--- src/rtl/tmv_pkg.sv ---
package tmv_pkg;

  typedef enum logic [1:0] {
    OP_SKIP = 2'd0,
    OP_ADD  = 2'd1,
    OP_SUB  = 2'd2
  } tern_op_e;

  localparam int ACT_W = 8;
  localparam int FRAC_BITS = 16;

endpackage

--- src/rtl/tmv_act_rf.sv ---
module tmv_act_rf #(
  parameter int DEPTH = 8,
  parameter int AW = (DEPTH > 1) ? $clog2(DEPTH) : 1
) (
  input  logic                          clk,
  input  logic                          rst_n,
  input  logic                          we,
  input  logic [AW-1:0]                 waddr,
  input  logic signed [tmv_pkg::ACT_W-1:0] wdata,
  input  logic [AW-1:0]                 raddr,
  output logic signed [tmv_pkg::ACT_W-1:0] rdata
);
  logic signed [tmv_pkg::ACT_W-1:0] regs [DEPTH];

  for (genvar i = 0; i < DEPTH; i++) begin : g_entry
    always_ff @(posedge clk or negedge rst_n) begin
      if (!rst_n) regs[i] <= '0;
      else if (we && (waddr == AW'(i))) regs[i] <= wdata;
    end
  end

  assign rdata = regs[raddr];

  AST_WRITE_LANDS: assert property (@(posedge clk) disable iff (!rst_n)
    we |=> (regs[$past(waddr)] == $past(wdata)));
endmodule

--- src/rtl/tmv_decode.sv ---
module tmv_decode
  import tmv_pkg::*;
(
  input  logic      clk,
  input  logic      rst_n,
  input  logic      take,
  input  logic [1:0] code,
  output tern_op_e  op,
  output logic      err_flag
);
  logic bad;

  always_comb begin
    bad = 1'b0;
    case (code)
      2'b01:   op = OP_ADD;
      2'b11:   op = OP_SUB;
      2'b10: begin
        op  = OP_SKIP;
        bad = 1'b1;
      end
      default: op = OP_SKIP;
    endcase
  end

  always_ff @(posedge clk or negedge rst_n) begin
    if (!rst_n) err_flag <= 1'b0;
    else if (take && bad) err_flag <= 1'b1;
  end

  AST_ERR_RAISE: assert property (@(posedge clk) disable iff (!rst_n)
    (take && code == 2'b10) |=> err_flag);
  AST_ERR_STICKY: assert property (@(posedge clk) disable iff (!rst_n)
    err_flag |=> err_flag);
endmodule

--- src/rtl/tmv_accum.sv ---
module tmv_accum
  import tmv_pkg::*;
#(
  parameter int ROW_LEN = 8,
  parameter int CW = (ROW_LEN > 1) ? $clog2(ROW_LEN) : 1,
  parameter int ACC_W = ACT_W + CW + 1
) (
  input  logic                    clk,
  input  logic                    rst_n,
  input  logic                    take,
  input  tern_op_e                op,
  input  logic signed [ACT_W-1:0] act,
  output logic [CW-1:0]           col,
  output logic                    row_end,
  output logic signed [ACC_W-1:0] row_sum
);
  logic signed [ACC_W-1:0] acc_q;
  logic signed [ACC_W-1:0] act_ext;
  logic signed [ACC_W-1:0] contrib;
  logic                    last_col;

  assign act_ext  = ACC_W'(act);
  assign last_col = (col == CW'(ROW_LEN - 1));
  assign row_end  = take && last_col;

  always_comb begin
    case (op)
      OP_ADD:  contrib = act_ext;
      OP_SUB:  contrib = -act_ext;
      default: contrib = '0;
    endcase
  end

  assign row_sum = acc_q + contrib;

  always_ff @(posedge clk or negedge rst_n) begin
    if (!rst_n) begin
      acc_q <= '0;
      col   <= '0;
    end else if (take) begin
      if (last_col) begin
        acc_q <= '0;
        col   <= '0;
      end else begin
        acc_q <= row_sum;
        col   <= col + CW'(1);
      end
    end
  end

  AST_NO_OVERFLOW: assert property (@(posedge clk) disable iff (!rst_n)
    (int'(acc_q) <= int'(col) * 128) && (int'(acc_q) >= -(int'(col) * 128)));
  AST_SKIP_HOLDS: assert property (@(posedge clk) disable iff (!rst_n)
    (take && op == OP_SKIP && !last_col) |=> $stable(acc_q));
  AST_ROW_RESTART: assert property (@(posedge clk) disable iff (!rst_n)
    row_end |=> (acc_q == '0 && col == '0));
endmodule

--- src/rtl/tmv_dequant.sv ---
module tmv_dequant
  import tmv_pkg::*;
#(
  parameter int ACC_W = 12,
  parameter int SCALE_W = 24,
  parameter int P_W = ACC_W + SCALE_W + 1,
  parameter int OUT_W = P_W - FRAC_BITS
) (
  input  logic                    clk,
  input  logic                    rst_n,
  input  logic                    load,
  input  logic signed [ACC_W-1:0] sum,
  input  logic [SCALE_W-1:0]      scale,
  input  logic                    res_ready,
  output logic                    res_valid,
  output logic signed [OUT_W-1:0] res_data,
  output logic                    stall
);
  logic signed [P_W-1:0] sum_ext;
  logic signed [P_W-1:0] scl_ext;
  logic signed [P_W-1:0] prod;
  logic signed [P_W-1:0] rnd;
  logic signed [OUT_W-1:0] deq;

  assign sum_ext = P_W'(sum);
  assign scl_ext = $signed(P_W'(scale));
  assign prod    = P_W'(sum_ext * scl_ext);
  assign rnd     = prod + (P_W'(1) <<< (FRAC_BITS - 1));
  assign deq     = OUT_W'(rnd >>> FRAC_BITS);
  assign stall   = res_valid && !res_ready;

  always_ff @(posedge clk or negedge rst_n) begin
    if (!rst_n) begin
      res_valid <= 1'b0;
      res_data  <= '0;
    end else if (load) begin
      res_valid <= 1'b1;
      res_data  <= deq;
    end else if (res_ready) begin
      res_valid <= 1'b0;
    end
  end

  AST_HOLD_DATA: assert property (@(posedge clk) disable iff (!rst_n)
    stall |=> (res_valid && $stable(res_data)));
  AST_VALID_AFTER_LOAD: assert property (@(posedge clk) disable iff (!rst_n)
    load |=> res_valid);
  AST_NO_LOAD_IN_STALL: assert property (@(posedge clk) disable iff (!rst_n)
    stall |-> !load);
endmodule

--- src/rtl/ternary_mv_unit.sv ---
module ternary_mv_unit
  import tmv_pkg::*;
#(
  parameter int ROW_LEN = 8,
  parameter int SCALE_W = 24,
  localparam int CW = (ROW_LEN > 1) ? $clog2(ROW_LEN) : 1,
  localparam int ACC_W = ACT_W + CW + 1,
  localparam int OUT_W = ACC_W + SCALE_W + 1 - FRAC_BITS
) (
  input  logic                    clk,
  input  logic                    rst_n,
  input  logic                    act_we,
  input  logic [CW-1:0]           act_addr,
  input  logic signed [ACT_W-1:0] act_wdata,
  input  logic [SCALE_W-1:0]      scale,
  input  logic                    w_valid,
  output logic                    w_ready,
  input  logic [1:0]              w_code,
  output logic                    res_valid,
  input  logic                    res_ready,
  output logic signed [OUT_W-1:0] res_data,
  output logic                    code_err
);
  logic                    take;
  logic                    stall;
  tern_op_e                op;
  logic [CW-1:0]           col;
  logic signed [ACT_W-1:0] act_rd;
  logic                    row_end;
  logic signed [ACC_W-1:0] row_sum;

  assign w_ready = !stall;
  assign take    = w_valid && w_ready;

  tmv_act_rf #(.DEPTH(ROW_LEN), .AW(CW)) u_rf (
    .clk(clk), .rst_n(rst_n), .we(act_we), .waddr(act_addr),
    .wdata(act_wdata), .raddr(col), .rdata(act_rd)
  );

  tmv_decode u_dec (
    .clk(clk), .rst_n(rst_n), .take(take), .code(w_code),
    .op(op), .err_flag(code_err)
  );

  tmv_accum #(.ROW_LEN(ROW_LEN), .CW(CW), .ACC_W(ACC_W)) u_acc (
    .clk(clk), .rst_n(rst_n), .take(take), .op(op), .act(act_rd),
    .col(col), .row_end(row_end), .row_sum(row_sum)
  );

  tmv_dequant #(.ACC_W(ACC_W), .SCALE_W(SCALE_W), .P_W(ACC_W + SCALE_W + 1),
                .OUT_W(OUT_W)) u_dq (
    .clk(clk), .rst_n(rst_n), .load(row_end), .sum(row_sum), .scale(scale),
    .res_ready(res_ready), .res_valid(res_valid), .res_data(res_data),
    .stall(stall)
  );

  AST_STALL_BLOCKS: assert property (@(posedge clk) disable iff (!rst_n)
    (res_valid && !res_ready) |-> !w_ready);
endmodule

--- config.mk ---
export PLATFORM = sky130hd
export DESIGN_NAME = ternary_mv_unit
export DESIGN_NICKNAME = d
export VERILOG_FILES = /design/src/rtl/tmv_pkg.sv /design/src/rtl/tmv_act_rf.sv /design/src/rtl/tmv_decode.sv /design/src/rtl/tmv_accum.sv /design/src/rtl/tmv_dequant.sv /design/src/rtl/ternary_mv_unit.sv
export SDC_FILE = /design/constraint.sdc
export NUM_CORES = 1
export LEC_CHECK = 0
export ABC_AREA = 1
export BUFFER_PORTS_ARGS = -buffer_cell sky130_fd_sc_hd__buf_2
export CORE_UTILIZATION = 35
export DETAILED_ROUTE_END_ITERATION = 7
export MAX_ROUTING_LAYER = met4
export PLACE_DENSITY = 0.58
export SLEW_MARGIN = 20
export SYNTH_ARGS = -nofsm -noshare
export SYNTH_HDL_FRONTEND = slang
export SYNTH_SLANG_ARGS = --single-unit
--- constraint.sdc ---
create_clock -name clk -period 8.5 [get_ports clk]
set_input_delay 0.85 -clock clk [delete_from_list [all_inputs] [get_ports clk]]
set_output_delay 0.85 -clock clk [all_outputs]
set_load 0.02 [all_outputs]
# After elaboration in Yosys (flattened, before gate mapping)

Index checks and enable logic that the tools add are counted.
Widths: inputs -> output; s select.

Logic and storage cells: 59
Input port bits: 42
Bits in registers: 102
Output and inout bits: 24

$add $sub $neg: 4
Equal/unequal tests: 13
Reductions and logical operators: 16
Muxes and demuxes: 10
Bitwise operators: 1
$lt $le $gt $ge: 1
Multipliers: 1

Operators by type and width:

| kind                   | count |
|---|---|
| $add 37x17->37 const B | 1 |
| $mul 12x25->37         | 1 |
| $bmux 8 s3             | 1 |
| $pmux 12 s2            | 1 |
| $mux 8                 | 2 |
| $eq 3x3->1 const B     | 5 |
| $add 12x12->12         | 1 |
| $logic_and 1x1->1      | 12 |
| $mux 12                | 1 |
| $neg 8->12             | 1 |
| $eq 2x2->1 const B     | 3 |
| $eq 3x2->1 const B     | 2 |
| $eq 2x1->1 const B     | 2 |
| $ge 4x4->1 const B     | 1 |
| $not 3->4              | 1 |
| $pmux 2 s2             | 1 |
| $add 3x1->3 const B    | 1 |
| $eq 3x1->1 const B     | 1 |
| $logic_not 3->1        | 1 |
| $mux 1                 | 3 |
| $mux 3                 | 1 |
| $logic_not 1->1        | 2 |
| $reduce_bool 2->1      | 1 |

# Logic depth before layout (Yosys ltp)

Gate-level depths: netlist of the first run.

Depth after elaboration: 9
Depth in mapped cells: 50
Gate-level depth less buffers: 48

# Hierarchy

From an unflattened synthesis of the first run, not the netlist that was laid out.

Cells, all modules: 2118
Area total of the unflattened synthesis: 15331.0 um^2

Modules (own cells, without submodules):

| module          | cells an instance | instances | area each (um^2) | sequential area each (um^2) |
|---|---|---|---|---|
| tmv_dequant     | 1444              | 1         | 10575.1          | 550.5 |
| tmv_act_rf      | 439               | 1         | 3189.3           | 1601.5 |
| tmv_accum       | 224               | 1         | 1500.2           | 375.4 |
| tmv_decode      | 8                 | 1         | 52.6             | 25.0 |
| ternary_mv_unit | 3                 | 1         | 13.8             | 0.0 |

# Least setup slack after synthesis of the first run

OpenSTA, ideal clock, no wires.

Path type: flip-flop to flip-flop
Start point: register u_acc.col[0]
End point: register u_dq.res_data[8]
Buffers on the path: 4
Required time: 8.382 ns
Setup time: 0.118 ns
Arrival time: 7.105 ns
Cell stages (with the launch flop): 41
Setup slack: 1.277 ns
Period minus slack after synthesis: 7.223 ns
Path through: dfrtp_1 > buf_6 > inv_6 > buf_6 > nand2_1 > nand3_1 > nand3_1 > nand2_1 > ha_1 > inv_1 > nor3_1 > xnor2_1 > o22ai_1 > ha_1 > nand2_1 > o21ai_1 > a21oi_1 > or2_1 > [... 5 more ...] > fa_1 > inv_1 > fa_1 > fa_1 > fa_1 > inv_1 > fa_1 > inv_1 > ha_1 > a21oi_1 > o21ai_0 > a21oi_1 > nand2_1 > nand2_1 > nand2_1 > or2_2 > nand3_1 > nand2_1

Longest elaborated chain between the ends: 9
Elaborated cells on any way between the ends: 11
Classes of those cells: add/sub (3); mul (1); eq/ne (1); mux (4); bitwise (1); reduce/logical (1)

Ends and longest elaborated chain:

| what                                      | RTL line          | RTL |
|---|---|---|
| from (decl)                               | tmv_accum.sv:13   | `output logic [CW-1:0] col,` |
| from (signal assigned)                    | tmv_accum.sv:46   | `col <= col + CW'(1);` |
| $not 3->4 (implied by the code)           | tmv_act_rf.sv:22  | `assign rdata = regs[raddr];` |
| $bmux 8 s3                                | tmv_act_rf.sv:22  |  |
| $mux 8 (implied by the code) (2 in a row) | tmv_act_rf.sv:22  |  |
| $neg 8->12                                | tmv_accum.sv:29   | `OP_SUB: contrib = -act_ext;` |
| $pmux 12 s2                               | tmv_accum.sv:27   | `case (op)` |
| $add 12x12->12                            | tmv_accum.sv:34   | `assign row_sum = acc_q + contrib;` |
| $mul 12x25->37                            | tmv_dequant.sv:27 | `assign prod = P_W'(sum_ext * scl_ext);` |
| $add 37x17->37                            | tmv_dequant.sv:28 | `assign rnd = prod + (P_W'(1) <<< (FRAC_BITS - 1));` |
| to (signal assigned)                      | tmv_dequant.sv:38 | `res_data <= deq;` |
| to (decl)                                 | tmv_dequant.sv:16 | `output logic signed [OUT_W-1:0] res_data,` |

Several ways; a longest one is shown, not always the timed one. The select of a mux whose other input is x is not followed.
A chain may end at the register's enable or synchronous reset.

# Worst setup path in the final report of the first run

Start point: register u_acc.col[0]
End point: register u_dq.res_data[7]

The elaborated chain is that of the path after synthesis.

==> results of run 1 <==
[metal layers]
metal | GRT usage, % | wire, um
met1 | 30.85 | 20000
met2 | 31.90 | 18440
met3 | 2.998 | 2411
met4 | 5.266 | 929
met5 | - | 0
[stage by stage]
| step | setup slack [ns] | std cells |
|---|---|---|
| floorplan | 1.277 | 1914 |
| global placement | 0.1441 | 2469 |
| detailed placement | 0.1125 | 2469 |
| CTS | 0.02235 | 2483 |
| global route | 0.01906 | 2491 |
| finish | 0.4500 | 2491 |
[synth_stat cells, types with 3 or more instances]
master and number:
nor2_1 118, dfrtp_1 102, buf_2 5, nand3_1 86, buf_6 8, nand2_2 17, ha_1 111, a21o_1 3
o211ai_1 7, xnor2_1 7, xor2_1 3, o21bai_1 5, nand4_1 11, buf_1 5, a21oi_1 58, clkbuf_1 49
fa_1 220, or2_2 13, o21ai_0 119, nor3_1 8, nor4_1 3, clkinv_1 3, o21ai_1 4, nand3b_1 4
inv_1 402, nand2_1 503, nor2_2 19, o21a_1 4
[final cells by class]
cell class | count | area, um2
multi-input cells | 1334 | 10290
repair buffers | 100 | 619.3
fillers | 4342 | 25140
clock inverters | 3 | 21.27
well taps | 532 | 665.6
diodes | 1 | 2.502
flip-flops and latches | 102 | 2555
inverters | 408 | 1556
clock buffers | 11 | 252.7
[registers in the layout, summed over array words and instances (netlist names)]
register and count:
u_dq.res_valid 1, u_acc.acc_q 12, u_dec.err_flag 1, u_acc.col 3
u_rf.regs 64, u_dq.res_data 21
[worst register-to-register path: cells and delay by family, from the launching register on]
family | cells | cell delay (ns)
compound gates | 9 | 1.65
fa+ha+maj | 7 | 3.21
buf+inv | 6 | 0.83
flops | 1 | 0.49
simple gates | 17 | 1.75
[layout by cell type, fill, tap and decap left out, drive strengths merged, types with 14 or more instances in the layout]
| cell type | netlist | final |
|---|---|---|
| dfrtp | 102 | 102 |
| o21ai | 123 | 123 |
| fa | 220 | 220 |
| buf | 21 | 100 |
| or2 | 14 | 14 |
| nand2 | 521 | 521 |
| inv | 405 | 404 |
| nand3 | 87 | 87 |
| nor2 | 138 | 138 |
| a21oi | 58 | 58 |
| ha | 111 | 111 |
[cells by family (layout without fill, tap and decap cells)]
group                    Yosys count  in the layout
other                              0              1
XOR/XNOR                          10             10
AND/OR/NAND/NOR                  786            786
AO/OA/AOI/OAI                    207            207
adder cells (fa/ha/maj)          331            331
flip-flops                       102            102
buffers and inverters            478            522
[final timing paths]
check                                      start                 to  slack [ns]  depth (start not counted)
worst min register to register  u_dq.res_data[0]   u_dq.res_data[0]        0.48                          2
min in group asynchronous                  rst_n  u_dq.res_data[19]        0.53                          1
worst max register to register      u_acc.col[0]   u_dq.res_data[7]        0.45                         39
worst max-delay path                u_acc.col[0]   u_dq.res_data[7]        0.45                         39
max in group asynchronous                  rst_n       u_acc.col[0]        6.78                          2
worst min-delay path            u_dq.res_data[0]   u_dq.res_data[0]        0.48                          2
[what timing repair did]
| action | 4_1_cts | 5_1_grt |
|---|---|---|
| gates resized for setup | 0 | 15 |
| hold buffers | 0 | 0 |
| buffers inserted | 0 | 7 |
| endpoints found under the setup margin | 0 | 21 |
==> results.json, run 1 <==
{
  "syn_nets": 2287,
  "fin_nets": 2328,
  "crit_path_top_delay_cell": "fa_1",
  "cpPeakStageDelay_ns": 0.55,
  "netlist_instances": 1914,
  "drt_iter0_markers": 700,
  "ant_nets": 0,
  "max_slew_margin_pct": 37.11,
  "worst-path-buf-inv": 6,
  "hold_path_class": "reg -> reg",
  "cts_made_buffers": 9,
  "crit_top_cell": "nand2_1",
  "cts_tree": "done",
  "worstMarginPinSlew_ns": 0.9434,
  "synth-seq-cells": 102,
  "synth_edf_count": 0,
  "synthSimpleGateAreaFrac_pct": 22.20,
  "synth_top_family_by_area": "adder cells",
  "drc": 2,
  "viasPerCell": 4.922,
  "seq_area_frac_synth_pct": 17.36,
  "status": "finished, violations left",
  "grt_overflow": 0,
  "grt_antenna_before_repair": 1,
  "synth_area_leaders": "fa_1, dfrtp_1, nand2_1",
  "synth_compound_gate_area_share_pct": 7.514,
  "grt_pass1_vias": 12520,
  "max-cap-violations": 0,
  "path_clk_slew_ns": 0.07,
  "whs_ns": 0.4812,
  "drt_wl_total_um": 41770,
  "drive_gt1_share_pct": 9.295,
  "period_needed_ns": 8.050,
  "fmax_ghz": 0.1242,
  "cts.path.max_buffers": 2,
  "placed_cell_area_um2": 15570,
  "core_area_um2": 41110,
  "clk_latency_ns": 0.36,
  "worstPathRequired_ns": 8.75,
  "worstSetupPathType": "reg -> reg",
  "drt-pass1-iter-count": 8,
  "slew_violations": 0,
  "setup_tns_ns": 0,
  "htreeDepth": 3,
  "setup_viol": 0,
  "worst-path-max-fanout": 25,
  "synth_area_um2": 14700,
  "synth_ff_type": "dfrtp_1",
  "die_w_um": 207.0,
  "grt_max_degree": 56,
  "critPathArrivalTime_ns": 8.30,
  "root_buffer": "clkbuf_16",
  "syn_to_final_growth_pct": 8.577,
  "hpwl_um": 34090,
  "yosys_warnings": 0,
  "grtUsageTotal_pct": 21.52,
  "vias": 12260,
  "ys_types": 43,
  "critPathLaunchType": "flip-flop",
  "gp_congestion": 0.9303,
  "rsz0062_at_grt": "no",
  "worst_clock_skew_ns": 0.008321,
  "async_flop_share_pct": 100.0,
  "synth_top_area_share_pct": 29.95,
  "yosys.area.top_type": "fa_1",
  "post-route-util_pct": 38.84,
  "num_io_pins": 66,
  "synthXorXnorAreaFrac_pct": 0.5956,
  "die_h_um": 207.0,
  "violations": "DRC",
  "stdcell_area_um2": 15970,
  "io_buffers": 65,
  "dieArea_um2": 42830,
  "cts.sinks": 102,
  "rows": 74,
  "synth_mux_area_share_pct": 0,
  "syn_area_per_cell_um2": 7.682,
  "hold_viol": 0,
  "synthAdderAreaFrac_pct": 39.40,
  "post-route-period-util_pct": 94.71,
  "avgRoutedWirePerCell_um": 16.77,
  "path_delay_family": "adder cells",
  "end_kind": "flip-flop",
  "grt_first_pass_wirelength_um": 68880,
  "start_util_pct": 35.77
}
Power of run 1 is left out: the tool's default activity adds up to more than one toggle a clock period on the data nets, which glitch-free logic cannot reach.
==> run 2: changes to the inputs <==
--- a/config.mk
+++ b/config.mk
@@ -7,10 +7,10 @@
 export LEC_CHECK = 0
 export ABC_AREA = 1
 export BUFFER_PORTS_ARGS = -buffer_cell sky130_fd_sc_hd__buf_2
-export CORE_UTILIZATION = 35
+export CORE_UTILIZATION = 56
 export DETAILED_ROUTE_END_ITERATION = 7
 export MAX_ROUTING_LAYER = met4
-export PLACE_DENSITY = 0.58
+export PLACE_DENSITY = 0.82
 export SLEW_MARGIN = 20
 export SYNTH_ARGS = -nofsm -noshare
 export SYNTH_HDL_FRONTEND = slang
==> run 2 against run 1 <==
Net effect: the flow now finishes without violations; non-clock buffer count increased by 4; core utilization grew 23 points; sequential cell count unchanged; clock skew grew 0.0085 ns; wire length is 4.4% lower; hold slack about the same; cell count decreased by 7.9%; count of clock-buffer cells in the layout shrank 2; maximum frequency up 0.25%; via count increased by 2.7%.
==> results.json, run 2 (synthesized netlist as in run 1, its figures left out) <==
{
  "status": "finished clean",
  "min_to": "u_dq.res_data[9]",
  "vias": 12590,
  "cts.path.max_buffers": 2,
  "start_util_pct": 57.73,
  "worstPathRequired_ns": 8.74,
  "worstMarginPinSlew_ns": 1.002,
  "grt_first_pass_wirelength_um": 66180,
  "worst-path-buf-inv": 7,
  "num_io_pins": 66,
  "post-route-period-util_pct": 94.47,
  "htreeDepth": 3,
  "grtUsageTotal_pct": 32.86,
  "path_delay_family": "adder cells",
  "grt_antenna_before_repair": 0,
  "hold_viol": 0,
  "syn_to_final_growth_pct": 7.088,
  "hold_path_class": "reg -> reg",
  "drc": 0,
  "multi_input_area_um2": 10290,
  "mostFrequentLayoutCells": "nand2_1, inv_1, fa_1",
  "period_needed_ns": 8.030,
  "worstSetupPathType": "reg -> reg",
  "rows": 58,
  "nFillCells": 2246,
  "crit_top_cell": "nand2_1",
  "grt_pass1_vias": 13050,
  "post-route-util_pct": 61.82,
  "slew_violations": 0,
  "viasPerCell": 5.487,
  "r2r-end": "u_dq.res_data[9]",
  "die_w_um": 164.0,
  "top_regs": "u_rf.regs x64, u_dq.res_data x21, u_acc.acc_q x12",
  "cpPeakStageDelay_ns": 0.57,
  "largest_reg_flops": 64,
  "core_area_um2": 25470,
  "path_clk_slew_ns": 0.09,
  "crit_path_top_delay_cell": "fa_1",
  "fmax_ghz": 0.1245,
  "grt_max_degree": 56,
  "root_buffer": "clkbuf_16",
  "cts_tree": "done",
  "rrSetupSlack_ns": 0.47,
  "cts_made_buffers": 9,
  "die_h_um": 164.0,
  "stdcell_area_um2": 15750,
  "clk_latency_ns": 0.36,
  "reg2reg_depth": 41,
  "gp_congestion": 1.021,
  "reg2reg_from": "u_acc.col[0]",
  "worst_clock_skew_ns": 0.01679,
  "dieArea_um2": 26910,
  "worst-path-max-fanout": 31,
  "largest-register": "u_rf.regs",
  "drive_gt1_share_pct": 9.470,
  "ant_nets": 0,
  "hold_depth": 2,
  "drt_wl_total_um": 39950,
  "io_buffers": 65,
  "critPathArrivalTime_ns": 8.27,
  "min_from": "u_dq.res_data[9]",
  "cts.sinks": 102,
  "seqCellArea_um2": 2555,
  "drt_iter0_markers": 1167,
  "max_slew_margin_pct": 33.20,
  "end_kind": "flip-flop",
  "hpwl_um": 32470,
  "drt-pass1-iter-count": 5,
  "fin_nets": 2332,
  "setup_viol": 0,
  "max-cap-violations": 0,
  "avgRoutedWirePerCell_um": 17.41,
  "grt_overflow": 0,
  "critPathLaunchType": "flip-flop",
  "rsz0062_at_grt": "yes",
  "placed_cell_area_um2": 15310,
  "final_common_cell": "nand2_1"
}
==> run 2: cell type report <==
class	instances	share of cell area (%)
multi-input cells	1334	65.32
flip-flops and latches	102	16.23
inverters	408	9.877
repair buffers	104	4.044
well taps	330	2.622
clock buffers	9	1.430
clock inverters	7	0.4609
diodes	1	0.01589
==> run 2: metrics by stage <==
| step | setup slack, ns | hold WS, ns | std cells | TNS (ns) |
|---|---|---|---|---|
| after CTS | 0.02658 | 0.4813 | 2284 | 0 |
| after global routing | -0.08100 | 0.5073 | 2294 | -0.2996 |
| after global placement | 0.3268 | 0.4627 | 2268 | 0 |
| final | 0.4699 | 0.4813 | 2295 | 0 |
| after detailed placement | 0.09451 | 0.4605 | 2268 | 0 |
| after floorplan | 1.277 | 0.4478 | 1914 | 0 |
==> run 2: repair_timing <==
action / in CTS / in global routing
resized for setup: 0 / 13
setup endpoints to repair: 0 / 21
setup buffers: 0 / 10
hold buffers: 0 / 0
==> run 2: how the worst max path moves through the flow <==
stage | slack (ns) | cells after the start | end | start
CTS | 0.03 | 42 | u_dq.res_data[12] | u_acc.col[0]
detailed placement | 0.09 | 42 | u_dq.res_data[12] | u_acc.col[0]
global placement | 0.33 | 40 | u_dq.res_data[12] | u_acc.col[0]
global route | -0.08 | 40 | u_dq.res_data[8] | u_acc.col[0]
floorplan | 1.28 | 40 | u_dq.res_data[8] | u_acc.col[0]
finish | 0.47 | 41 | u_dq.res_data[9] | u_acc.col[0]
==> run 2: metal layers <==
metal	up-vias	wire length, um	global-route usage [%]
met2	579	18450	51.02
li1	5857	-	-
met5	-	0	-
met4	0	1152	10.44
met1	6057	16980	43.51
met3	100	3360	6.414
==> run 2: worst min-delay path, delay by kind of cell, from the launching register on <==
kind	cells	cell delay, ns
DFF	1	0.34
and+or+nand+nor	2	0.10
Power of run 2 is left out for the same reason.
==> run 3: changes to the inputs <==
--- a/config.mk
+++ b/config.mk
@@ -10,8 +10,9 @@
 export CORE_UTILIZATION = 56
 export DETAILED_ROUTE_END_ITERATION = 7
 export MAX_ROUTING_LAYER = met4
-export PLACE_DENSITY = 0.82
+export PLACE_DENSITY = 0.81
 export SLEW_MARGIN = 20
 export SYNTH_ARGS = -nofsm -noshare
 export SYNTH_HDL_FRONTEND = slang
+export SYNTH_HIERARCHICAL = 1
 export SYNTH_SLANG_ARGS = --single-unit
==> run 3 against run 2 <==
Net effect: core utilization is 1.0 points lower; first-iteration DRC count fell by 11%; count of clock-buffer cells in the layout unchanged; area after synthesis increased by 4.3%; sequential cell count unchanged; hold slack worse by 0.020 ns; clock skew shrank 0.0074 ns; setup slack improved by 0.00081 ns; critical path depth up 2; cell count rose by 8.8%; sequential share of layout area is 0.60 points lower; critical endpoint is now u_dq/res_data[16].
==> results.json, run 3 <==
{
  "worst-path-max-fanout": 24,
  "die_h_um": 167.5,
  "htreeDepth": 3,
  "netlist_instances": 2118,
  "syn_to_final_growth_pct": 6.554,
  "grt_antenna_before_repair": 1,
  "largest_reg_flops": 64,
  "yosys.area.top_type": "fa_1",
  "nFillCells": 2394,
  "gp_congestion": 0.9895,
  "ys_types": 39,
  "synth_area_leaders": "fa_1, nand2_1, dfrtp_1",
  "drt_iter0_markers": 1038,
  "status": "finished clean",
  "hold_viol": 0,
  "whs_ns": 0.4610,
  "crit_path_top_delay_cell": "fa_1",
  "grt_overflow": 0,
  "setup_viol": 0,
  "drt_wl_total_um": 38290,
  "cts.sinks": 102,
  "synth-seq-cells": 102,
  "critPathArrivalTime_ns": 8.27,
  "final_common_cell": "nand2_1",
  "cts_made_buffers": 9,
  "grt_pass1_vias": 13280,
  "path_delay_family": "adder cells",
  "hpwl_um": 30030,
  "worstPathRequired_ns": 8.74,
  "max-cap-violations": 0,
  "hold_path_class": "reg -> reg",
  "synth_top_area_share_pct": 28.73,
  "grt_first_pass_wirelength_um": 63220,
  "core_area_um2": 26880,
  "top_regs": "u_rf/regs x64, u_dq/res_data x21, u_acc/acc_q x12",
  "fin_nets": 2524,
  "post-route-util_pct": 60.78,
  "multi_input_area_um2": 10580,
  "seqCellArea_um2": 2552,
  "yosysMostFrequentCell": "nand2_1",
  "slew_violations": 0,
  "worst_clock_skew_ns": 0.009349,
  "end_kind": "flip-flop",
  "drc": 0,
  "largest-register": "u_rf/regs",
  "worstMarginPinSlew_ns": 0.8283,
  "worstSetupPathType": "reg -> reg",
  "clk_latency_ns": 0.35,
  "viasPerCell": 5.291,
  "syn_nets": 2493,
  "worst-path-buf-inv": 11,
  "stdcell_area_um2": 16340,
  "path_clk_slew_ns": 0.07,
  "dp_slack_ns": 0.2695,
  "start_util_pct": 57.04,
  "root_buffer": "clkbuf_16",
  "period_needed_ns": 8.029,
  "synth_edf_count": 0,
  "critPathLaunchType": "flip-flop",
  "synth_ff_type": "dfrtp_1",
  "placed_cell_area_um2": 15930,
  "dieArea_um2": 28040,
  "cts.path.max_buffers": 2,
  "mostFrequentLayoutCells": "nand2_1, inv_1, fa_1",
  "async_flop_share_pct": 100.0,
  "max_slew_margin_pct": 44.44,
  "drt-pass1-iter-count": 6,
  "grt_max_degree": 61,
  "drive_gt1_share_pct": 7.242,
  "synth_area_um2": 15330,
  "rows": 60,
  "ant_nets": 0,
  "seq_area_frac_synth_pct": 16.65,
  "grtUsageTotal_pct": 28.90,
  "cts_tree": "done",
  "avgRoutedWirePerCell_um": 15.34,
  "vias": 13210,
  "syn_area_per_cell_um2": 7.238,
  "die_w_um": 167.5,
  "fmax_ghz": 0.1245,
  "yosys_warnings": 6,
  "num_io_pins": 66,
  "cpPeakStageDelay_ns": 0.49,
  "io_buffers": 65,
  "synth_common_cells": "nand2_1, inv_1, fa_1",
  "post-route-period-util_pct": 94.46,
  "cts_hold_buf": 0,
  "fin_ws_ns": 0.4707
}
-- run 3: per-stage QoR --
| step | std cells | TNS [ns] |
|---|---|---|
| final | 2496 | 0 |
| after floorplan | 2118 | 0 |
| after global routing | 2496 | -0.004485 |
| after detailed placement | 2468 | 0 |
| after global placement | 2468 | 0 |
| after CTS | 2484 | 0 |
-- run 3: what timing repair did --
item / in CTS / in global routing
resized for setup: 0 / 12
setup endpoints to repair: 0 / 21
setup buffers: 0 / 10
-- run 3: worst register-to-register path, delay by kind of cell, from the launching register on --
family / cells / cell delay, ns
flops: 1 / 0.40
compound gates: 7 / 1.38
fa+ha+maj: 8 / 3.30
buf+inv: 11 / 1.06
simple gates: 17 / 1.78
-- run 3: final cells by class --
| class | instances | area share [%] |
|---|---|---|
| Antenna cell | 1 | 0.01532 |
| Timing Repair inverter | 1 | 0.03064 |
| Inverter | 511 | 11.79 |
| Clock inverter | 7 | 0.4059 |
| Multi-Input combinational cell | 1430 | 64.76 |
| Sequential cell | 102 | 15.62 |
| Clock buffer | 9 | 1.379 |
| Tap cell | 341 | 2.612 |
| Timing Repair Buffer | 94 | 3.385 |
-- run 3: metal layers --
| layer | wire length (um) | vias to the layer above | global-route usage [%] |
|---|---|---|---|
| met2 | 18720 | 473 | 47.66 |
| met1 | 16500 | 6395 | 37.39 |
| met5 | 0 | - | - |
| met3 | 2306 | 60 | 3.758 |
| met4 | 761 | 0 | 8.456 |
| li1 | - | 6278 | - |
-- run 3: worst paths after layout --
path                                 from           endpoint  slack (ns)  cells past startpoint
setup / recovery             u_acc/col[0]  u_dq/res_data[16]        0.47                     43
hold / removal             u_dec/err_flag     u_dec/err_flag        0.46                      2
setup reg to reg             u_acc/col[0]  u_dq/res_data[16]        0.47                     43
hold reg to reg            u_dec/err_flag     u_dec/err_flag        0.46                      2
max in group asynchronous           rst_n       u_acc/col[2]        6.86                      2
min in group asynchronous           rst_n      u_rf/regs[20]        0.48                      1
-- run 3: cells by family after synthesis --
family | Yosys count | synth area share (%)
xor+xnor | 12 | 0.6855
compound gates | 170 | 5.909
simple gates | 915 | 24.13
flops | 102 | 16.65
fa+ha+maj | 333 | 37.95
buf+inv | 586 | 14.67
Power of run 3 is left out for the same reason.
